===== src/rtl/dram_init_pkg.sv =====
package dram_init_pkg;

  typedef enum logic [2:0] {
    ST_PAUSE,
    ST_PRECH,
    ST_WAIT_RP,
    ST_REFR,
    ST_WAIT_RC,
    ST_MODE,
    ST_WAIT_MRD,
    ST_READY
  } init_state_e;

  typedef struct packed {
    logic cs_n;
    logic ras_n;
    logic cas_n;
    logic we_n;
  } dram_cmd_t;

  localparam dram_cmd_t CMD_NOP  = '{cs_n: 1'b0, ras_n: 1'b1, cas_n: 1'b1, we_n: 1'b1};
  localparam dram_cmd_t CMD_PRE  = '{cs_n: 1'b0, ras_n: 1'b0, cas_n: 1'b1, we_n: 1'b0};
  localparam dram_cmd_t CMD_REF  = '{cs_n: 1'b0, ras_n: 1'b0, cas_n: 1'b0, we_n: 1'b1};
  localparam dram_cmd_t CMD_MODE = '{cs_n: 1'b0, ras_n: 1'b0, cas_n: 1'b0, we_n: 1'b0};

endpackage


===== src/rtl/dram_init_rst_sync.sv =====
module dram_init_rst_sync (
  input  logic clk,
  input  logic rst_n,
  output logic rst_n_sync
);

  logic stage1_q;
  logic stage2_q;

  always_ff @(posedge clk or negedge rst_n) begin
    if (!rst_n) begin
      stage1_q <= 1'b0;
      stage2_q <= 1'b0;
    end else begin
      stage1_q <= 1'b1;
      stage2_q <= stage1_q;
    end
  end

  assign rst_n_sync = stage2_q;

endmodule


===== src/rtl/dram_init_timer.sv =====
module dram_init_timer #(
  parameter int unsigned      CNT_W    = 16,
  parameter logic [CNT_W-1:0] INIT_VAL = '0
) (
  input  logic             clk,
  input  logic             rst_n,
  input  logic             load,
  input  logic [CNT_W-1:0] load_val,
  output logic             zero
);

  logic [CNT_W-1:0] cnt_q;
  logic [CNT_W-1:0] cnt_d;
  logic             cnt_en;

  always_comb begin
    cnt_en = load | (cnt_q != '0);
    if (load) begin
      cnt_d = load_val;
    end else begin
      cnt_d = cnt_q - 1'b1;
    end
  end

  always_ff @(posedge clk or negedge rst_n) begin
    if (!rst_n) begin
      cnt_q <= INIT_VAL;
    end else if (cnt_en) begin
      cnt_q <= cnt_d;
    end
  end

  assign zero = (cnt_q == '0);

endmodule


===== src/rtl/dram_init_fsm.sv =====
module dram_init_fsm
  import dram_init_pkg::*;
#(
  parameter int unsigned N_REF   = 2,
  parameter int unsigned RP_CYC  = 3,
  parameter int unsigned RC_CYC  = 7,
  parameter int unsigned MRD_CYC = 2,
  parameter int unsigned CNT_W   = 16,
  parameter int unsigned REF_W   = 2
) (
  input  logic             clk,
  input  logic             rst_n,
  input  logic             tmr_zero,
  output init_state_e      state_q,
  output logic             tmr_load,
  output logic [CNT_W-1:0] tmr_val
);

  localparam logic [CNT_W-1:0] RP_LD    = CNT_W'(RP_CYC - 2);
  localparam logic [CNT_W-1:0] RC_LD    = CNT_W'(RC_CYC - 2);
  localparam logic [CNT_W-1:0] MRD_LD   = CNT_W'(MRD_CYC - 2);
  localparam logic [REF_W-1:0] REF_LAST = REF_W'(N_REF);

  init_state_e      state_d;
  logic [REF_W-1:0] ref_q;
  logic [REF_W-1:0] ref_d;
  logic             ref_en;

  always_comb begin
    state_d  = state_q;
    tmr_load = 1'b0;
    tmr_val  = '0;
    ref_en   = 1'b0;
    ref_d    = ref_q + 1'b1;
    case (state_q)
      ST_PAUSE:    if (tmr_zero) state_d = ST_PRECH;
      ST_PRECH: begin
        tmr_load = 1'b1;
        tmr_val  = RP_LD;
        state_d  = ST_WAIT_RP;
      end
      ST_WAIT_RP:  if (tmr_zero) state_d = ST_REFR;
      ST_REFR: begin
        tmr_load = 1'b1;
        tmr_val  = RC_LD;
        ref_en   = 1'b1;
        state_d  = ST_WAIT_RC;
      end
      ST_WAIT_RC: begin
        if (tmr_zero) begin
          state_d = (ref_q == REF_LAST) ? ST_MODE : ST_REFR;
        end
      end
      ST_MODE: begin
        tmr_load = 1'b1;
        tmr_val  = MRD_LD;
        state_d  = ST_WAIT_MRD;
      end
      ST_WAIT_MRD: if (tmr_zero) state_d = ST_READY;
      ST_READY:    state_d = ST_READY;
      default:     state_d = ST_PAUSE;
    endcase
  end

  always_ff @(posedge clk or negedge rst_n) begin
    if (!rst_n) begin
      state_q <= ST_PAUSE;
    end else begin
      state_q <= state_d;
    end
  end

  always_ff @(posedge clk or negedge rst_n) begin
    if (!rst_n) begin
      ref_q <= '0;
    end else if (ref_en) begin
      ref_q <= ref_d;
    end
  end

endmodule


===== src/rtl/dram_init_drv.sv =====
module dram_init_drv
  import dram_init_pkg::*;
#(
  parameter int unsigned ADDR_W    = 11,
  parameter int unsigned PALL_BIT  = 10,
  parameter logic [2:0]  BL_CODE   = 3'd3,
  parameter logic        BURST_ILV = 1'b0,
  parameter logic [2:0]  CAS_LAT   = 3'd3
) (
  input  init_state_e       state,
  output dram_cmd_t         cmd,
  output logic [ADDR_W-1:0] addr,
  output logic              ready
);

  localparam logic [ADDR_W-1:0] PALL_WORD = ADDR_W'(1) << PALL_BIT;
  localparam logic [ADDR_W-1:0] MODE_WORD = ADDR_W'({CAS_LAT, BURST_ILV, BL_CODE});

  always_comb begin
    cmd   = CMD_NOP;
    addr  = '0;
    ready = 1'b0;
    case (state)
      ST_PRECH: begin
        cmd  = CMD_PRE;
        addr = PALL_WORD;
      end
      ST_REFR:  cmd = CMD_REF;
      ST_MODE: begin
        cmd  = CMD_MODE;
        addr = MODE_WORD;
      end
      ST_READY: ready = 1'b1;
      default:  cmd = CMD_NOP;
    endcase
  end

endmodule


===== src/rtl/dram_init_seq.sv =====
module dram_init_seq
  import dram_init_pkg::*;
#(
  parameter int unsigned CLK_KHZ   = 100000,
  parameter int unsigned PAUSE_NS  = 200000,
  parameter int unsigned RP_CYC    = 3,
  parameter int unsigned RC_CYC    = 7,
  parameter int unsigned MRD_CYC   = 2,
  parameter int unsigned N_REF     = 2,
  parameter int unsigned ADDR_W    = 11,
  parameter int unsigned PALL_BIT  = 10,
  parameter int unsigned DQM_W     = 4,
  parameter logic [2:0]  BL_CODE   = 3'd3,
  parameter logic        BURST_ILV = 1'b0,
  parameter logic [2:0]  CAS_LAT   = 3'd3
) (
  input  logic              clk,
  input  logic              rst_n,
  output logic              cke,
  output logic [DQM_W-1:0]  dqm,
  output logic              cs_n,
  output logic              ras_n,
  output logic              cas_n,
  output logic              we_n,
  output logic [ADDR_W-1:0] addr,
  output logic              init_done
);

  localparam longint unsigned PAUSE_CYC_L =
    (64'(PAUSE_NS) * 64'(CLK_KHZ) + 64'd999999) / 64'd1000000;
  localparam int unsigned PAUSE_CYC = 32'(PAUSE_CYC_L);
  localparam int unsigned MAX_A  = (RP_CYC > RC_CYC) ? RP_CYC : RC_CYC;
  localparam int unsigned MAX_B  = (MAX_A > MRD_CYC) ? MAX_A : MRD_CYC;
  localparam int unsigned MAX_LD = (MAX_B > PAUSE_CYC) ? MAX_B : PAUSE_CYC;
  localparam int unsigned CNT_W  = $clog2(MAX_LD + 1);
  localparam int unsigned REF_W  = $clog2(N_REF + 1);
  localparam logic [CNT_W-1:0] PAUSE_LD = CNT_W'(PAUSE_CYC - 1);

  logic             rst_n_int;
  logic             tmr_zero;
  logic             tmr_load;
  logic [CNT_W-1:0] tmr_val;
  init_state_e      state;
  dram_cmd_t        cmd;

  dram_init_rst_sync u_rst (
    .clk        (clk),
    .rst_n      (rst_n),
    .rst_n_sync (rst_n_int)
  );

  dram_init_timer #(
    .CNT_W    (CNT_W),
    .INIT_VAL (PAUSE_LD)
  ) u_tmr (
    .clk      (clk),
    .rst_n    (rst_n_int),
    .load     (tmr_load),
    .load_val (tmr_val),
    .zero     (tmr_zero)
  );

  dram_init_fsm #(
    .N_REF   (N_REF),
    .RP_CYC  (RP_CYC),
    .RC_CYC  (RC_CYC),
    .MRD_CYC (MRD_CYC),
    .CNT_W   (CNT_W),
    .REF_W   (REF_W)
  ) u_fsm (
    .clk      (clk),
    .rst_n    (rst_n_int),
    .tmr_zero (tmr_zero),
    .state_q  (state),
    .tmr_load (tmr_load),
    .tmr_val  (tmr_val)
  );

  dram_init_drv #(
    .ADDR_W    (ADDR_W),
    .PALL_BIT  (PALL_BIT),
    .BL_CODE   (BL_CODE),
    .BURST_ILV (BURST_ILV),
    .CAS_LAT   (CAS_LAT)
  ) u_drv (
    .state (state),
    .cmd   (cmd),
    .addr  (addr),
    .ready (init_done)
  );

  assign cs_n  = cmd.cs_n;
  assign ras_n = cmd.ras_n;
  assign cas_n = cmd.cas_n;
  assign we_n  = cmd.we_n;
  assign cke   = 1'b1;
  assign dqm   = '1;

endmodule


===== config.mk =====
export PLATFORM = sky130hd
export DESIGN_NAME = dram_init_seq
export DESIGN_NICKNAME = d
export VERILOG_FILES = /design/src/rtl/dram_init_pkg.sv /design/src/rtl/dram_init_rst_sync.sv /design/src/rtl/dram_init_timer.sv /design/src/rtl/dram_init_fsm.sv /design/src/rtl/dram_init_drv.sv /design/src/rtl/dram_init_seq.sv
export SDC_FILE = /design/constraint.sdc
export NUM_CORES = 1
export LEC_CHECK = 0
export ABC_AREA = 1
export BUFFER_PORTS_ARGS = -buffer_cell sky130_fd_sc_hd__buf_4
export CAP_MARGIN = 20
export CORE_UTILIZATION = 55
export CTS_CLUSTER_SIZE = 12
export DETAILED_ROUTE_END_ITERATION = 10
export PLACE_DENSITY = 0.78
export SYNTH_ARGS = -nofsm -noshare
export SYNTH_HDL_FRONTEND = slang
export SYNTH_SLANG_ARGS = --single-unit

===== constraint.sdc =====
create_clock -name clk -period 1.25 [get_ports clk]
set_input_delay 0.25 -clock clk [delete_from_list [all_inputs] [get_ports clk]]
set_output_delay 0.25 -clock clk [all_outputs]
set_load 0.1 [all_outputs]

; ---- Word level (Yosys, flattened, before mapping)
; Cells that the tools add are included.
; Widths: inputs -> output; s select.
[totals]
regBits = 22
in_bits = 2
output_inout_bits = 21
wordCells = 38
[classes]
add_sub_neg = 2
n_eq_ne = 12
n_mux = 13
bitwise = 1
n_reduce_logical = 5
[op_table]
columns = op, n
row1 = $pmux 3 s8, 1
row2 = $pmux 11 s2, 1
row3 = $logic_not 15->1, 1
row4 = $mux 15, 1
row5 = $mux 3, 5
row6 = $reduce_bool 15->1, 1
row7 = $sub 15x1->15 const B, 1
row8 = $eq 3x3->1 const B, 4
row9 = $pmux 3 s3, 1
row10 = $ne 2x2->1 const B, 4
row11 = $eq 3x2->1 const B, 2
row12 = $pmux 3 s2, 1
row13 = $reduce_and 4->1, 1
row14 = $eq 3x1->1 const B, 1
row15 = $logic_not 3->1, 1
row16 = $mux 1, 3
row17 = $reduce_or 3->1, 1
row18 = $add 2x1->2 const B, 1
row19 = $eq 2x2->1 const B, 1
row20 = $or 1x1->1, 1

; ---- Depth between registers and ports, before layout
[depth]
depth_word = 4
depth_mapped = 8
mapped_depth_nobuf = 8

; ---- Modules after synthesis
; A second synthesis with hierarchy kept.
[hier_totals]
hier_cells = 216
area_unflattened_um2 = 1587.8
[by_module_without_submodules]
columns = mod, n_inst, cells_per_inst, area_each_um2, seq_area_each_um2
row1 = dram_init_timer, 1, 139, 1018.5, 386.6
row2 = dram_init_fsm, 1, 46, 350.3, 125.1
row3 = dram_init_drv, 1, 22, 123.9, 0.0
row4 = dram_init_rst_sync, 1, 3, 53.8, 50.0
row5 = dram_init_seq, 1, 6, 41.3, 0.0

; ---- Worst setup path after synthesis
; Ideal clock, no wire load.
[synth_timing]
kind = register to output
startpoint = register u_fsm.state_q[1]
endpoint = output port cas_n
arrival_time_ps = 3665
required_ps = 1000
path_slack_ps = -2665
stages_incl_launch_ff = 5
n_path_buf = 0
cell_sequence = dfrtp_1 -> inv_1 -> nand2_1 -> nor2_1 -> nor2_1
[synth_between]
elab_chain_len = 2
word_cells_on_any_way = 4
classes_between = eq/ne: 3 / mux: 1
[synth_lines]
columns = element, line
row1 = start: declaration, dram_init_fsm.sv:14  ; output init_state_e state_q,
row2 = start signal: assignment, dram_init_fsm.sv:69  ; state_q <= state_d;
row3 = "$eq 3x3->1, or another cell as far along", dram_init_drv.sv:23  ; case (state)
row4 = $pmux 3 s3 (*), dram_init_drv.sv:23
row5 = end: declaration, dram_init_seq.sv:23  ; output logic cas_n,
; Mark *: on every way between the ends. The rest lies on a longest branch, timed or not.

; ---- Worst setup path in the final report
; Same ends and word-level chain as after synthesis.

==> PnR_summary.wiki <==
{| class="wikitable"
! Metric !! Value
|-
| Status || finished with violations
|-
| Violated checks || negative setup slack
|-
| Number of cells traversed by the worst register-to-register path || 7
|-
| Period minus WS final || between 1500 and 2000 ps
|-
| Post-route ant nets || 0
|-
| Netlist area before placement || roughly 1500 µm²
|-
| Horiz. Die Dim || 53.4 µm
|-
| Unrepaired setup endpoints after global routing || yes
|-
| Total length of routed wires || approximately 4300 µm
|-
| Critical path data arrival time || ~1400 ps
|-
| First-pass GRT wire length || between 5000 and 6000 µm
|-
| Register clock-pin slew on the reported worst setup and hold paths || ~140 ps
|-
| Inserted Clock Buffers || 3
|-
| Setup total negative slack || -5470 ps
|-
| Synth-to-Final Area Change || 47.8%
|-
| Post-DP Area || around 1700 µm²
|-
| Average cell area after synthesis || 7.97 µm²
|-
| Maximum number of pins on one net before global-route repair || 21
|-
| Gate count after technology mapping || around 180
|-
| Fin nets || between 200 and 250
|-
| DRT iter0 DRCs || 42
|-
| Worst skew pair latency || 320 ps
|-
| Clock tree from TritonCTS || done
|-
| Ratio of final minimum period to clock period || 133%
|-
| Fraction of the yosys area taken by sequential cells || between 30% and 40%
|-
| Filler Cell Count || 99
|-
| Cell taking the most area after synthesis || dfrtp_1
|-
| Max IR drop VDD || roughly 0.00083 V
|-
| Register area || between 500 and 600 µm²
|-
| Clock net sink count || 22
|-
| Overflow left after global routing || 0
|-
| Number of pins exceeding their max-slew limit in the final report || 0
|-
| Final core utilization || around 87%
|-
| GRT Total Usage || 29.2%
|-
| Number of global-route vias before repair || ~1300
|-
| Half-perimeter wire length of the detailed placement result || 2120 µm
|-
| Worst clock skew || between 15 and 20 ps
|-
| Layout cell share with drive strength beyond 1 || around three fifths
|-
| Primary FF master, synth || dfrtp_1
|-
| Most used standard cell by instance count after synthesis || nand2_1
|-
| Post-DR wirelength/cell || roughly 17 µm
|-
| Nature of the critical path endpoint || output pin
|-
| Root Buffer || clkbuf_4
|-
| Number of antenna violations at the first check in global routing || 0
|-
| Count of max-cap constraint violations || 0
|-
| Area of the placeable core || around 2500 µm²
|-
| EDFF count, synth || 0
|-
| Total power divided by cell area || about 680 nW/µm²
|-
| Number of top-level pins || 23
|-
| Slack of the critical path || -417 ps
|-
| Final hold vios || 0
|-
| Via count of the routed design || 1370
|-
| Synth top cells by count || nand2_1, nor2_1, inv_1, buf_4, nand3_1
|-
| Average via count per standard cell || approximately 5.5
|-
| Max Freq || roughly 600 MHz
|-
| Post-route design area || between 2000 and 2500 µm²
|-
| Critical path peak fanout || 5
|-
| Top-area cell type share of the netlist area || between 20% and 30%
|-
| Worst setup SP type || register
|-
| Reg2Reg Setup Slack || -180 ps
|-
| Post-synth ARST share || between 90% and 100%
|-
| Initial Util || about three fifths
|-
| Largest cells by area after synthesis || dfrtp_1, dfstp_2, nand2_1
|-
| Synth Register Bits || 22
|-
| Setup-failing EPs final || 27
|-
| Critical path data required time || 1000 ps
|-
| Number of detailed-routing iterations run before antenna repair || 4
|-
| Vertical extent of the die || ~53 µm
|-
| Class of the most critical hold timing path || register to async pin
|-
| Count of yosys warnings during synthesis || 0
|-
| Count of inserted antenna diode cells || 0
|-
| Buffers added on ports || 10
|-
| Reg-to-reg critical path endpoint || u_tmr.cnt_q[5]
|-
| Area of the multi-input gates || 978 µm²
|-
| Worst setup path category || register to output pin
|-
| Static Leakage || 1.13 nW
|-
| Netlist cell types || 33
|-
| Count of unresolved DRC violations after routing || 0
|-
| Die outline area || approximately 2800 µm²
|-
| Routability-driven placement congestion ratio || a little under 0.9
|-
| Number of buffers on the longest clock path || 2
|-
| Startpoint of the lowest-slack register-to-register path || u_fsm.state_q[1]
|-
| CTS H-tree depth || 1
|-
| Placement row count || 18
|}
[critical path, stage by stage, from the launching register on]
cell and delay [ps]:
dfrtp_2 470, inv_2 110, nand2_8 70, nor2_4 110
buf_12 140, nor2_4 40, buf_12 160
[layer usage]
metal	share of wire [%]	global-route usage, %	wire, µm
met5	0	0	0
met3	5.3	5.46	224
met4	3.7	12.3	159
met1	38	31.9	1630
met2	53	54.0	2240
[cell usage in the layout (no fill, tap or decap), types with 6 or more instances in the layout]
| cell | netlist | final |
|---|---|---|
| buf_4 | 15 | 23 |
| conb_1 | 2 | 13 |
| nand2_1 | 38 | 26 |
| nor2_2 | 14 | 11 |
| dfstp_2 | 9 | 9 |
| nor2_4 | 4 | 18 |
| nand2_2 | 2 | 9 |
| dfrtp_1 | 13 | 8 |
| nor2_1 | 21 | 10 |
| inv_1 | 17 | 10 |
| buf_12 | 0 | 6 |
| inv_2 | 2 | 7 |
| nand3_2 | 1 | 9 |
| nand3_1 | 15 | 6 |
[timing repair]
item	4_1_cts	5_1_grt
setup endpoints to repair	26	28
gates resized for setup	52	35
hold endpoints to repair	2	0
buffers inserted	6	3
pin swaps	19	16
hold buffers	1	0
[cell families (layout without fill, tap and decap cells)]
family	Yosys count	after routing	synth area share (%)
AND/OR/NAND/NOR	105	105	37.8
buffers and inverters	37	63	14.5
flip-flops	22	22	38.7
AO/OA/AOI/OAI	12	12	5.52
adder cells (fa/ha/maj)	2	2	1.72
other	2	13	0.517
XOR/XNOR	2	2	1.21
[registers in the layout, indices dropped and copies added, names as in the netlist]
signal,flops
u_fsm.ref_q,2
u_rst.stage1_q,1
u_fsm.state_q,3
u_tmr.cnt_q,15
u_rst.rst_n_sync,1
[metrics by stage]
step	hold slack [ps]	instances	worst slack, ps	power, mW
global placement	32.4	236	-52.6	0.903
CTS	218	247	-366	1.46
floorplan	-45.6	193	-655	0.923
detailed placement	33.9	236	-86.0	0.904
global route	219	249	-449	1.50
finish	200	249	-417	1.45
[power by group]
part,internal [mW],switching [mW]
clock network,0.324,0.235
registers,0.717,0.000789
logic,0.00611,0.172
total,1.05,0.408
[cell type report]
type	instances	share of cell area, %
clock buffers	3	1.05
inverters	21	4.72
clock inverters	1	1.40
well taps	30	1.75
multi-input cells	134	45.6
repair buffers	38	19.0
flip-flops and latches	22	26.5
[how the worst max path moves through the flow]
stage	from	to	slack (ps)	cells after the start
6_report	u_fsm.state_q[1]	cas_n	-420	6
5_1_grt	u_fsm.state_q[1]	cas_n	-450	6
2_1_floorplan	u_fsm.state_q[1]	cas_n	-650	4
4_1_cts	u_fsm.state_q[1]	cas_n	-370	6
3_5_place_dp	u_fsm.state_q[1]	addr[4]	-90	4
3_3_place_gp	u_fsm.state_q[1]	addr[0]	-50	4
(Power assumes the default switching activity.)
